<file path="config.mk">
export PLATFORM = sky130hd
export DESIGN_NAME = sg_combiner
export DESIGN_NICKNAME = d
export VERILOG_FILES = /design/src/rtl/sg_pkg.sv /design/src/rtl/sg_elig.sv /design/src/rtl/sg_pair.sv /design/src/rtl/sg_pack.sv /design/src/rtl/sg_out_reg.sv /design/src/rtl/sg_combiner.sv
export SDC_FILE = /design/constraint.sdc
export NUM_CORES = 1
export LEC_CHECK = 0
export BUFFER_PORTS_ARGS = -buffer_cell sky130_fd_sc_hd__buf_2
export CAP_MARGIN = 20
export CORE_MARGIN = 2
export CORE_UTILIZATION = 40
export CTS_BUF_LIST = sky130_fd_sc_hd__clkbuf_16
export CTS_CLUSTER_DIAMETER = 50
export DETAILED_ROUTE_END_ITERATION = 8
export GPL_TIMING_DRIVEN = 0
export HOLD_SLACK_MARGIN = 0.15
export PLACE_DENSITY = 0.8
export SYNTH_ARGS = -nofsm -noshare
export SYNTH_HDL_FRONTEND = slang
export SYNTH_SLANG_ARGS = --single-unit
</file>
<file path="constraint.sdc">
create_clock -name clk_i -period 2.5 [get_ports clk_i]
set_input_delay 0.25 -clock clk_i [delete_from_list [all_inputs] [get_ports clk_i]]
set_output_delay 0.25 -clock clk_i [all_outputs]
set_load 0.03 [all_outputs]
</file>
<file path="src/rtl/sg_pkg.sv">
package sg_pkg;
  // value doubles as the dequeue count
  typedef enum logic [1:0] {
    ISS_NONE = 2'd0,
    ISS_ONE  = 2'd1,
    ISS_PAIR = 2'd2
  } iss_e;
endpackage

</file>
<file path="src/rtl/sg_elig.sv">
module sg_elig #(
  parameter int WBE = 4,
  localparam int OFF = $clog2(WBE)
) (
  input  logic [OFF-1:0] addr_lo_i,
  input  logic [WBE-1:0] be_i,
  input  logic           wt_i,
  input  logic           ci_i,
  input  logic           grd_i,
  output logic           elig_o
);
  logic full_word;
  logic aligned;
  logic attr_ok;

  assign full_word = &be_i;
  assign aligned   = (addr_lo_i == '0);
  assign attr_ok   = (wt_i | ci_i) & ~grd_i;
  assign elig_o    = full_word & aligned & attr_ok;
endmodule

</file>
<file path="src/rtl/sg_pair.sv">
module sg_pair
  import sg_pkg::*;
#(
  parameter int ADDR_W = 32,
  parameter int WBE    = 4,
  localparam int OFF   = $clog2(WBE)
) (
  input  logic                gather_en_i,
  input  logic                hd_valid_i,
  input  logic                hd_elig_i,
  input  logic [ADDR_W-1:OFF] hd_addr_i,
  input  logic                nx_valid_i,
  input  logic                nx_elig_i,
  input  logic [ADDR_W-1:OFF] nx_addr_i,
  output iss_e                kind_o
);
  logic same_dw;
  logic other_half;
  logic can_pair;

  assign same_dw    = (hd_addr_i[ADDR_W-1:OFF+1] == nx_addr_i[ADDR_W-1:OFF+1]);
  assign other_half = hd_addr_i[OFF] ^ nx_addr_i[OFF];
  assign can_pair   = gather_en_i & hd_elig_i & nx_valid_i & nx_elig_i & same_dw & other_half;

  always_comb begin
    if (!hd_valid_i)   kind_o = ISS_NONE;
    else if (can_pair) kind_o = ISS_PAIR;
    else               kind_o = ISS_ONE;
  end
endmodule

</file>
<file path="src/rtl/sg_pack.sv">
module sg_pack
  import sg_pkg::*;
#(
  parameter int ADDR_W = 32,
  parameter int WBE    = 4,
  localparam int OFF   = $clog2(WBE),
  localparam int WW    = WBE * 8
) (
  input  iss_e              kind_i,
  input  logic [ADDR_W-1:0] hd_addr_i,
  input  logic [WW-1:0]     hd_data_i,
  input  logic [WBE-1:0]    hd_be_i,
  input  logic              nx_sel_i,
  input  logic [WW-1:0]     nx_data_i,
  input  logic [WBE-1:0]    nx_be_i,
  output logic [ADDR_W-1:0] addr_o,
  output logic [2*WW-1:0]   data_o,
  output logic [2*WBE-1:0]  be_o
);
  always_comb begin
    addr_o = hd_addr_i;
    data_o = '0;
    be_o   = '0;
    if (hd_addr_i[OFF]) begin
      data_o[2*WW-1:WW]   = hd_data_i;
      be_o[2*WBE-1:WBE]   = hd_be_i;
    end else begin
      data_o[WW-1:0]      = hd_data_i;
      be_o[WBE-1:0]       = hd_be_i;
    end
    if (kind_i == ISS_PAIR) begin
      addr_o = {hd_addr_i[ADDR_W-1:OFF+1], {(OFF+1){1'b0}}};
      if (nx_sel_i) begin
        data_o[2*WW-1:WW] = nx_data_i;
        be_o[2*WBE-1:WBE] = nx_be_i;
      end else begin
        data_o[WW-1:0]    = nx_data_i;
        be_o[WBE-1:0]     = nx_be_i;
      end
    end
  end
endmodule

</file>
<file path="src/rtl/sg_out_reg.sv">
module sg_out_reg
  import sg_pkg::*;
#(
  parameter int ADDR_W = 32,
  parameter int DW     = 64,
  parameter int BEW    = 8
) (
  input  logic              clk_i,
  input  logic              rst_ni,
  input  iss_e              kind_i,
  input  logic [ADDR_W-1:0] addr_i,
  input  logic [DW-1:0]     data_i,
  input  logic [BEW-1:0]    be_i,
  output logic              load_o,
  input  logic              ready_i,
  output logic              valid_o,
  output logic [ADDR_W-1:0] addr_o,
  output logic [DW-1:0]     data_o,
  output logic [BEW-1:0]    be_o,
  output logic              single_o
);
  assign load_o = ~valid_o | ready_i;

  always_ff @(posedge clk_i or negedge rst_ni) begin
    if (!rst_ni) begin
      valid_o  <= 1'b0;
      addr_o   <= '0;
      data_o   <= '0;
      be_o     <= '0;
      single_o <= 1'b0;
    end else if (load_o) begin
      valid_o  <= (kind_i != ISS_NONE);
      addr_o   <= addr_i;
      data_o   <= data_i;
      be_o     <= be_i;
      single_o <= (kind_i != ISS_NONE);
    end
  end

  AST_STALL_HOLD: assert property (@(posedge clk_i) disable iff (!rst_ni)
    valid_o && !ready_i |=> valid_o && $stable(addr_o) && $stable(data_o) && $stable(be_o))
    else $error("AST_STALL_HOLD");

  AST_LOAD_SHOWS: assert property (@(posedge clk_i) disable iff (!rst_ni)
    load_o && kind_i != ISS_NONE |=> valid_o && single_o)
    else $error("AST_LOAD_SHOWS");
endmodule

</file>
<file path="src/rtl/sg_combiner.sv">
module sg_combiner
  import sg_pkg::*;
#(
  parameter int ADDR_W = 32,
  parameter int WBE    = 4,
  localparam int OFF   = $clog2(WBE),
  localparam int WW    = WBE * 8,
  localparam int NENT  = 2
) (
  input  logic              clk_i,
  input  logic              rst_ni,
  input  logic              gather_en_i,
  input  logic              hd_valid_i,
  input  logic [ADDR_W-1:0] hd_addr_i,
  input  logic [WW-1:0]     hd_data_i,
  input  logic [WBE-1:0]    hd_be_i,
  input  logic              hd_wt_i,
  input  logic              hd_ci_i,
  input  logic              hd_grd_i,
  input  logic              nx_valid_i,
  input  logic [ADDR_W-1:0] nx_addr_i,
  input  logic [WW-1:0]     nx_data_i,
  input  logic [WBE-1:0]    nx_be_i,
  input  logic              nx_wt_i,
  input  logic              nx_ci_i,
  input  logic              nx_grd_i,
  output logic [1:0]        pop_o,
  output logic              bus_valid_o,
  input  logic              bus_ready_i,
  output logic [ADDR_W-1:0] bus_addr_o,
  output logic [2*WW-1:0]   bus_data_o,
  output logic [2*WBE-1:0]  bus_be_o,
  output logic              bus_single_o
);
  logic [NENT-1:0][ADDR_W-1:0] ent_addr;
  logic [NENT-1:0][WBE-1:0]    ent_be;
  logic [NENT-1:0]             ent_wt, ent_ci, ent_grd, ent_elig;

  assign ent_addr = {nx_addr_i, hd_addr_i};
  assign ent_be   = {nx_be_i, hd_be_i};
  assign ent_wt   = {nx_wt_i, hd_wt_i};
  assign ent_ci   = {nx_ci_i, hd_ci_i};
  assign ent_grd  = {nx_grd_i, hd_grd_i};

  for (genvar g = 0; g < NENT; g++) begin : g_elig
    sg_elig #(.WBE(WBE)) u_elig (
      .addr_lo_i (ent_addr[g][OFF-1:0]),
      .be_i      (ent_be[g]),
      .wt_i      (ent_wt[g]),
      .ci_i      (ent_ci[g]),
      .grd_i     (ent_grd[g]),
      .elig_o    (ent_elig[g])
    );
  end

  iss_e                kind;
  logic [ADDR_W-1:0]   req_addr;
  logic [2*WW-1:0]     req_data;
  logic [2*WBE-1:0]    req_be;
  logic                load;

  sg_pair #(.ADDR_W(ADDR_W), .WBE(WBE)) u_pair (
    .gather_en_i (gather_en_i),
    .hd_valid_i  (hd_valid_i),
    .hd_elig_i   (ent_elig[0]),
    .hd_addr_i   (hd_addr_i[ADDR_W-1:OFF]),
    .nx_valid_i  (nx_valid_i),
    .nx_elig_i   (ent_elig[1]),
    .nx_addr_i   (nx_addr_i[ADDR_W-1:OFF]),
    .kind_o      (kind)
  );

  sg_pack #(.ADDR_W(ADDR_W), .WBE(WBE)) u_pack (
    .kind_i    (kind),
    .hd_addr_i (hd_addr_i),
    .hd_data_i (hd_data_i),
    .hd_be_i   (hd_be_i),
    .nx_sel_i  (nx_addr_i[OFF]),
    .nx_data_i (nx_data_i),
    .nx_be_i   (nx_be_i),
    .addr_o    (req_addr),
    .data_o    (req_data),
    .be_o      (req_be)
  );

  sg_out_reg #(.ADDR_W(ADDR_W), .DW(2*WW), .BEW(2*WBE)) u_out (
    .clk_i    (clk_i),
    .rst_ni   (rst_ni),
    .kind_i   (kind),
    .addr_i   (req_addr),
    .data_i   (req_data),
    .be_i     (req_be),
    .load_o   (load),
    .ready_i  (bus_ready_i),
    .valid_o  (bus_valid_o),
    .addr_o   (bus_addr_o),
    .data_o   (bus_data_o),
    .be_o     (bus_be_o),
    .single_o (bus_single_o)
  );

  assign pop_o = load ? kind : 2'd0;

  AST_NO_POP_STALL: assert property (@(posedge clk_i) disable iff (!rst_ni)
    bus_valid_o && !bus_ready_i |-> pop_o == 2'd0)
    else $error("AST_NO_POP_STALL");

  AST_POP_NEEDS_HEAD: assert property (@(posedge clk_i) disable iff (!rst_ni)
    pop_o != 2'd0 |-> hd_valid_i)
    else $error("AST_POP_NEEDS_HEAD");

  AST_PAIR_NEEDS_EN: assert property (@(posedge clk_i) disable iff (!rst_ni)
    pop_o == 2'd2 |-> gather_en_i && nx_valid_i)
    else $error("AST_PAIR_NEEDS_EN");

  AST_PAIR_NONGUARD: assert property (@(posedge clk_i) disable iff (!rst_ni)
    pop_o == 2'd2 |-> !hd_grd_i && !nx_grd_i && (&hd_be_i) && (&nx_be_i))
    else $error("AST_PAIR_NONGUARD");

  AST_PAIR_SHAPE: assert property (@(posedge clk_i) disable iff (!rst_ni)
    pop_o == 2'd2 |=> bus_valid_o && (&bus_be_o) && bus_addr_o[OFF:0] == '0)
    else $error("AST_PAIR_SHAPE");

  AST_POP_RANGE: assert property (@(posedge clk_i) disable iff (!rst_ni)
    pop_o != 2'd3)
    else $error("AST_POP_RANGE");
endmodule

</file>
* Word level (Yosys, flattened, before mapping)
Cells that the tools add are included.
Operators by class: eq/ne operators 2, mux-type cells 14, bitwise operators 18, reductions and logical operators 5
Operator list (count):
- two-way mux 32 bit | 4
- two-way mux 64 bit | 1
- equality test 29 bit | 1
- two-way mux 4 bit | 4
- bitwise AND 1 bit | 11
- two-way mux 8 bit | 1
- AND reduction 4 bit | 2
- two-way mux 2 bit | 3
- logical NOT 2 bit | 2
- two-way mux 3 bit | 1
- NOT 1 bit | 3
- bitwise OR 1 bit | 3
- equality test 2 bit (second input constant) | 1
- nonzero test 2 bit | 1
- bitwise XOR 1 bit | 1
Word-level totals: bits in registers 105, input bits 148, output and inout bits 108, logic and storage cells 43

* Depth between registers and ports, before layout
Gate-level depths: netlist of run 1.
depth in word-level cells 12, mapped depth 9, depth with buffers taken out 5

* Hierarchy
Synthesis of run 1 repeated with hierarchy kept, for this count alone.
Unflattened totals: cell total of the unflattened synthesis 508, area total of the unflattened synthesis 6140.9 um2
Modules (own cells, without submodules):
- sg_out_reg | times used 1, cells an instance 225, area an instance 4075.2 um2, sequential area each 2627.5 um2
- sg_pack | times used 1, cells an instance 231, area an instance 1655.3 um2, sequential area each 0.0 um2
- sg_pair | times used 1, cells an instance 44, area an instance 347.8 um2, sequential area each 0.0 um2
- sg_elig | times used 2, cells an instance 3, area an instance 25.0 um2, sequential area each 0.0 um2
- sg_combiner | times used 1, cells an instance 2, area an instance 12.5 um2, sequential area each 0.0 um2

* Worst setup path after synthesis of run 1
OpenSTA, ideal clock, no wires.
kind input-to-output, from input port nx_addr_i[1], to output port pop_o[1], arrival 2.180 ns, path slack 0.070 ns, cell stages on the path 7, path through or4b_1 nor4_2 nand4_1 or4_1 buf_6 buf_6 inv_1
On the way: word-level cells in the longest chain between the ends 9
Ends and longest elaborated chain:
- from (decl) | RTL line sg_combiner.sv:21 | input logic [ADDR_W-1:0] nx_addr_i,
- logical NOT 2 bit | RTL line sg_elig.sv:17 | assign aligned = (addr_lo_i == '0);
- bitwise AND 1 bit (2 in a row) | RTL line sg_elig.sv:19 | assign elig_o = full_word & aligned & attr_ok;
- bitwise AND 1 bit (3 in a row) | RTL line sg_pair.sv:23 | assign can_pair = gather_en_i & hd_elig_i & nx_valid_i & nx_elig_i & same_dw & other_half;
- two-way mux 2 bit | RTL line sg_pair.sv:27 | else if (can_pair) kind_o = ISS_PAIR;
- two-way mux 2 bit | RTL line sg_pair.sv:26 | if (!hd_valid_i) kind_o = ISS_NONE;
- two-way mux 2 bit | RTL line sg_combiner.sv:102 | assign pop_o = load ? kind : 2'd0;
- to (decl) | RTL line sg_combiner.sv:27 | output logic [1:0] pop_o,
No other way between the ends.

* Worst setup path in the final report of run 1
from input port hd_grd_i, to output port pop_o[1]
On the way: word-level cells in the longest chain between the ends 11
Ends and longest elaborated chain:
- from (decl) | RTL line sg_combiner.sv:19 | input logic hd_grd_i,
- NOT 1 bit | RTL line sg_elig.sv:18 | assign attr_ok = (wt_i | ci_i) & ~grd_i;
- bitwise AND 1 bit | RTL line sg_elig.sv:18
- bitwise AND 1 bit | RTL line sg_elig.sv:19
- bitwise AND 1 bit (5 in a row) | RTL line sg_pair.sv:23
- two-way mux 2 bit | RTL line sg_pair.sv:27
- two-way mux 2 bit | RTL line sg_pair.sv:26
- two-way mux 2 bit | RTL line sg_combiner.sv:102
No other way between the ends.

==> results of run 1 <==
-- registers in the layout (all words and copies together) (netlist names) --
signal         count
u_out.data_o      64
u_out.valid_o      1
u_out.be_o         8
u_out.addr_o      32
-- per-stage QoR --
step,cells,hold slack [ps],setup TNS (ps)
6_report,1026,155,0
3_5_place_dp,978,292,-18580
5_1_grt,1026,152,0
2_1_floorplan,539,-45.6,0
3_3_place_gp,977,446,-29570
4_1_cts,1025,150,0
-- logic make-up after synthesis --
family,Yosys count,share of synthesized area
compound gates,203,0.332
simple gates,137,0.0998
xor+xnor,29,0.0429
buf+inv,65,0.0810
flops,105,0.444
-- area by class of cell --
class	count	area (sq um)
Antenna cell	1	2.50
Buffer	61	480
Clock buffer	9	225
Clock inverter	7	67.6
Fill cell	1275	6370
Inverter	4	15.0
Multi-Input combinational cell	369	2850
Sequential cell	105	2630
Tap cell	184	230
Timing Repair Buffer	286	1610
-- timing repair --
item                                   in CTS  in global routing
cloned                                      0                  0
endpoints found under the hold margin      70                  0
pin swaps                                   2                  0
hold buffers                               29                  0
setup endpoints to repair                  18                 70
gates resized for setup                     9                  8
setup buffers                               2                  0
-- placed cells by master (no fill, tap or decap), types with 8 or more instances in the layout --
cell type	n
buf_2	263
dfrtp_1	105
nand2_1	101
a22oi_1	67
a222oi_1	64
a22oi_2	61
dlygate4sd3_1	29
xor2_1	27
dlygate4sd1_1	18
clkbuf_1	16
clkbuf_16	9
buf_4	8
nand3_1	8
-- path summary, 6_finish.rpt --
kind	from	end	slack, ps	cells after the start
max reg2reg	u_out.valid_o	u_out.data_o[30]	180	6
min	hd_addr_i[23]	u_out.addr_o[23]	160	3
min reg2reg	u_out.addr_o[6]	u_out.addr_o[6]	460	2
max	hd_grd_i	pop_o[1]	60	9
max in group asynchronous	rst_ni	u_out.data_o[61]	1320	3
min in group asynchronous	rst_ni	u_out.data_o[6]	440	2
-- layer usage --
| layer | routed length [microns] | part of all wire |
|---|---|---|
| met2 | 10400 | 0.49 |
| met1 | 8030 | 0.38 |
| met3 | 2050 | 0.097 |
| met4 | 598 | 0.028 |
| met5 | 0 | 0 |
-- power breakdown --
part / switching [mW] / leakage (nW) / internal (mW)
clock network: 0.691 / 0.141 / 0.777
registers: 0.110 / 1.33 / 1.85
logic: 0.837 / 2.53 / 0.504
total: 1.64 / 3.99 / 3.13
-- worst max-delay path, cell delays in order --
cell	delay (ps)
buf_2	90
or4b_1	530
nor4_2	190
nand4_1	170
or4_4	520
buf_12	140
buf_8	130
inv_2	50
buf_6	120
==> results.yml, run 1 <==
timing:
  period_needed_ps: 2440
  fmax_ghz: 0.411
  relSlewSlack: 0.597
  fin_skew_ps: 9.52
  fin_crit_sh: 0.974
  worst_pin_slew_ps: 605
  worst_slack_ps: 64.2
  finalSetupViolCount: 0
  rsz0062_at_grt: "no"
  hold_viol_final: 0
  slew_violations: 0
global_route:
  top_usage_layer: "met2"
  grt_pass1_vias: 6091
  grt_max_degree: 64
  grt_first_pass_wirelength_mm: 32.4
  grt.total_usage: 0.259
  grt_use_met3: 0.0726
  grt_use_met2: 0.443
  overflow: 0
  grtUsageMet1: 0.314
  antenna_found_initial: 1
layout:
  post-route-cell-area_sq_um: 8110
  syn_to_final_growth_pct: 37.0
  layout.nets: 984
  drive_above_1_share: 0.435
  final_core_util: 0.560
clock_network:
  cts_root_buf: "clkbuf_16"
  cts_tree: "done"
  clock-sinks: 105
  cts_buffer_depth: 2
  path_clk_slew_ps: 80
  tritoncts.num_buffers: 9
  clk_latency_ps: 360
  cts_max_level: 3
synthesis:
  async_reset_ff_frac: 1.00
  syn_inst: 539
  synthesis.nets: 687
  synth.distinct_cells: 29
  syn_area_per_cell_sq_um: 11.0
  ys_top_cells_by_count: "dfrtp_1 (105), nand2_1 (101), a22oi_1 (67)"
  ys.warnings.count: 0
  synth-seq-area-share: 0.444
  ys_seq_elements: 105
  yosys.area.top_type: "dfrtp_1"
  synth_area_sq_um: 5920
  synthTopCellsByArea: "dfrtp_1 (44%), a22oi_2 (13%), a222oi_1 (11%), a22oi_1 (8.5%), nand2_1 (6.4%)"
  synth_edf_count: 0
  synth_most_common_cell: "dfrtp_1"
  synthFlopType: "dfrtp_1"
  synth.top_cell.area_share: 0.444
pwr:
  power_mw: 4.77
  leakagePower_nw: 3.99
  peakVddDrop_uv: 396
  power.density_nw_per_um2: 588
run_status:
  status: "finished clean"
placement:
  dp_hpwl_mm: 15.2
  place_area_sq_um: 7450
  gp_congestion: 0.823
  io_buffers: 254
  pre_cts_slack_ps: -410
setup_path:
  cp-start-kind: "input port"
  end_kind: "output port"
  cp.arrival_ps: 2190
  worstPathRequired_ps: 2250
  crit_fanout: 10
  setup.worst_path.class: "in -> out"
floorplanning:
  die-area_sq_um: 15800
  start_util: 0.409
  rows: 44
  die_h_microns: 126
  ioPinCount: 256
  die_w_microns: 126
  design.core.area_sq_um: 14500
run:
  cap_violations: 0
drt:
  drt-total-wl_mm: 21.1
  drc: 0
  ant_nets: 0
  wl_per_cell_microns: 20.5
  via_per_inst: 5.93
  drtIter0Drc: 741
  dr.pass1.iters: 7
  vias: 6088
min_path:
  hp-class: "in -> reg"
No activity file was read; power rests on OpenSTA's default activity.
==> run 2: changes to the inputs <==
- BUFFER_PORTS_ARGS: -buffer_cell sky130_fd_sc_hd__buf_2 -> unset
- CORE_UTILIZATION: 40 -> 64
- DONT_BUFFER_PORTS: unset -> 1
- PLACE_DENSITY: 0.8 -> 0.91
==> run 2 against run 1 <==
The flow now finishes with violations (design-rule violations, negative hold slack). Final cell count fell by 28%. Maximum frequency is 2.0% lower. Sequential share of layout area up 4.5 points. Utilization up 22 points. Worst hold slack worse by 560 ps. Critical path depth down 2. Via count shrank 3.7%. Clock power hardly changed. First-iteration DRC count is 29% higher. Final area shrank 12%.
==> results.yml, run 2 (same netlist as run 1, synthesis figures left out) <==
clock_network:
  cts_root_buf: "clkbuf_16"
  tritoncts.num_buffers: 9
  clk_latency_ps: 340
  clock-sinks: 105
  cts_max_level: 3
  path_clk_slew_ps: 80
  post_cts_buffers: 0
  cts_buffer_depth: 2
  cts_tree: "done"
drt:
  via_per_inst: 7.91
  vias: 5863
  dr.pass1.iters: 9
  drtIter0Drc: 958
  drc: 3
  drt-total-wl_mm: 21.4
  wl_per_cell_microns: 28.9
  ant_nets: 0
layout:
  multi_input_area_sq_um: 2820
  nFillCells: 530
  layout_common_cells: "dfrtp_1 (104), nand2_1 (101), dlygate4sd3_1 (75)"
  final_core_util: 0.783
  seqCellArea_sq_um: 2630
  largest-register: "u_out.data_o"
  final_common_cell: "dfrtp_1"
  post-route-cell-area_sq_um: 7130
  drive_above_1_share: 0.173
  reg.largest.list: "u_out.data_o x64, u_out.addr_o x32, u_out.be_o x8"
  diodes: 0
  syn_to_final_growth_pct: 20.5
  largest_register_ffs: 64
  layout.nets: 773
run:
  cap_violations: 0
floorplanning:
  die-area_sq_um: 10000
  die_w_microns: 100
  ioPinCount: 256
  rows: 35
  start_util: 0.650
  design.core.area_sq_um: 9110
  die_h_microns: 100
setup_path:
  setup.worst_path.class: "in -> out"
  slowest_delay_ps: 570
  cp-start-kind: "input port"
  path_buf_inv: 3
  cp_common_cell: "buf_6"
  worstPathCellList: "or4b_1, nor4_4, nand4_1, or4_1, buf_6, buf_6, clkinvlp_4"
  crit_family: "simple AND/OR/NAND/NOR gates"
  crit_slowest_cell: "or4b_1"
  cp.arrival_ps: 2230
  worstPathRequired_ps: 2250
  end_kind: "output port"
  ff2ff_setup_slack_ps: 170
  crit_fanout: 10
timing:
  slew_violations: 0
  fin_crit_sh: 0.994
  finalSetupViolCount: 0
  fmax_ghz: 0.403
  hold_slack_ps: -408
  setup-tns-final_ps: 0
  hold_viol_final: 105
  rsz0062_at_grt: "yes"
  period_needed_ps: 2480
  relSlewSlack: 0.562
  worst_pin_slew_ps: 654
  fin_skew_ps: 8.20
run_status:
  violations: "design-rule violations, negative hold slack"
  status: "finished with violations"
pwr:
  leakagePower_nw: 3.09
  peakVddDrop_uv: 365
  power.density_nw_per_um2: 631
  power_mw: 4.50
placement:
  gp_congestion: 0.916
  place_area_sq_um: 6060
  dp_hpwl_mm: 13.1
  io_buffers: 0
global_route:
  grt_max_degree: 106
  grt.total_usage: 0.419
  antenna_found_initial: 0
  grt_first_pass_wirelength_mm: 32.3
  overflow: 0
  grt_pass1_vias: 6091
min_path:
  hp-class: "in -> async"
-- run 2: cell count changes in the layout (fill, tap and decap cells not counted), sizes merged --
cell	before	now
buf	281	24
clkinvlp	1	3
inv	6	7
diode	1	0
clkinv	3	0
dlygate4sd3	29	75
-- run 2: final cells by class --
type,count,share of cell area
inverter,4,0.00263
tap,111,0.0195
buffer,61,0.0662
timing repair buffer,75,0.105
clock buffer,9,0.0316
clock inverter,7,0.0105
sequential,105,0.369
multi-input combinational,369,0.396
-- run 2: per-stage QoR --
step	instances	worst slack, ps	hold slack (ps)
CTS	740	12.5	-407
global route	741	-78.8	-417
detailed placement	650	-244	-43.2
finish	741	15.6	-408
floorplan	539	69.8	-45.6
global placement	650	-278	-43.6
-- run 2: power by group --
part	leakage, nW	internal [mW]	switching, mW	total, mW
combinational	1.62	0.365	0.379	0.744
sequential	1.32	1.84	0.465	2.31
clock	0.144	0.785	0.663	1.45
total	3.09	2.99	1.51	4.50
-- run 2: worst paths after layout --
check	startpoint	end	cells after the start
hold reg to reg	u_out.addr_o[21]	u_out.addr_o[21]	2
min in group clk_i	hd_data_i[13]	u_out.data_o[13]	2
hold / removal	rst_ni	u_out.data_o[17]	0
max in group asynchronous	rst_ni	u_out.data_o[45]	0
setup / recovery	nx_addr_i[1]	pop_o[1]	7
setup reg to reg	u_out.valid_o	u_out.data_o[57]	6
-- run 2: metal layers --
layer	global-route usage	share of wire	up-vias
met4	0.243	0.064	0
met3	0.110	0.13	146
met2	0.693	0.48	591
li1	-	-	2319
met5	0	0	-
met1	0.494	0.33	2807
-- run 2: what timing repair did --
| action | CTS | global route |
|---|---|---|
| hold endpoints to repair | 195 | 106 |
| endpoints found under the setup margin | 69 | 15 |
| hold buffers | 74 | 1 |
| pin swaps | 3 | 0 |
| gates resized for setup | 5 | 8 |
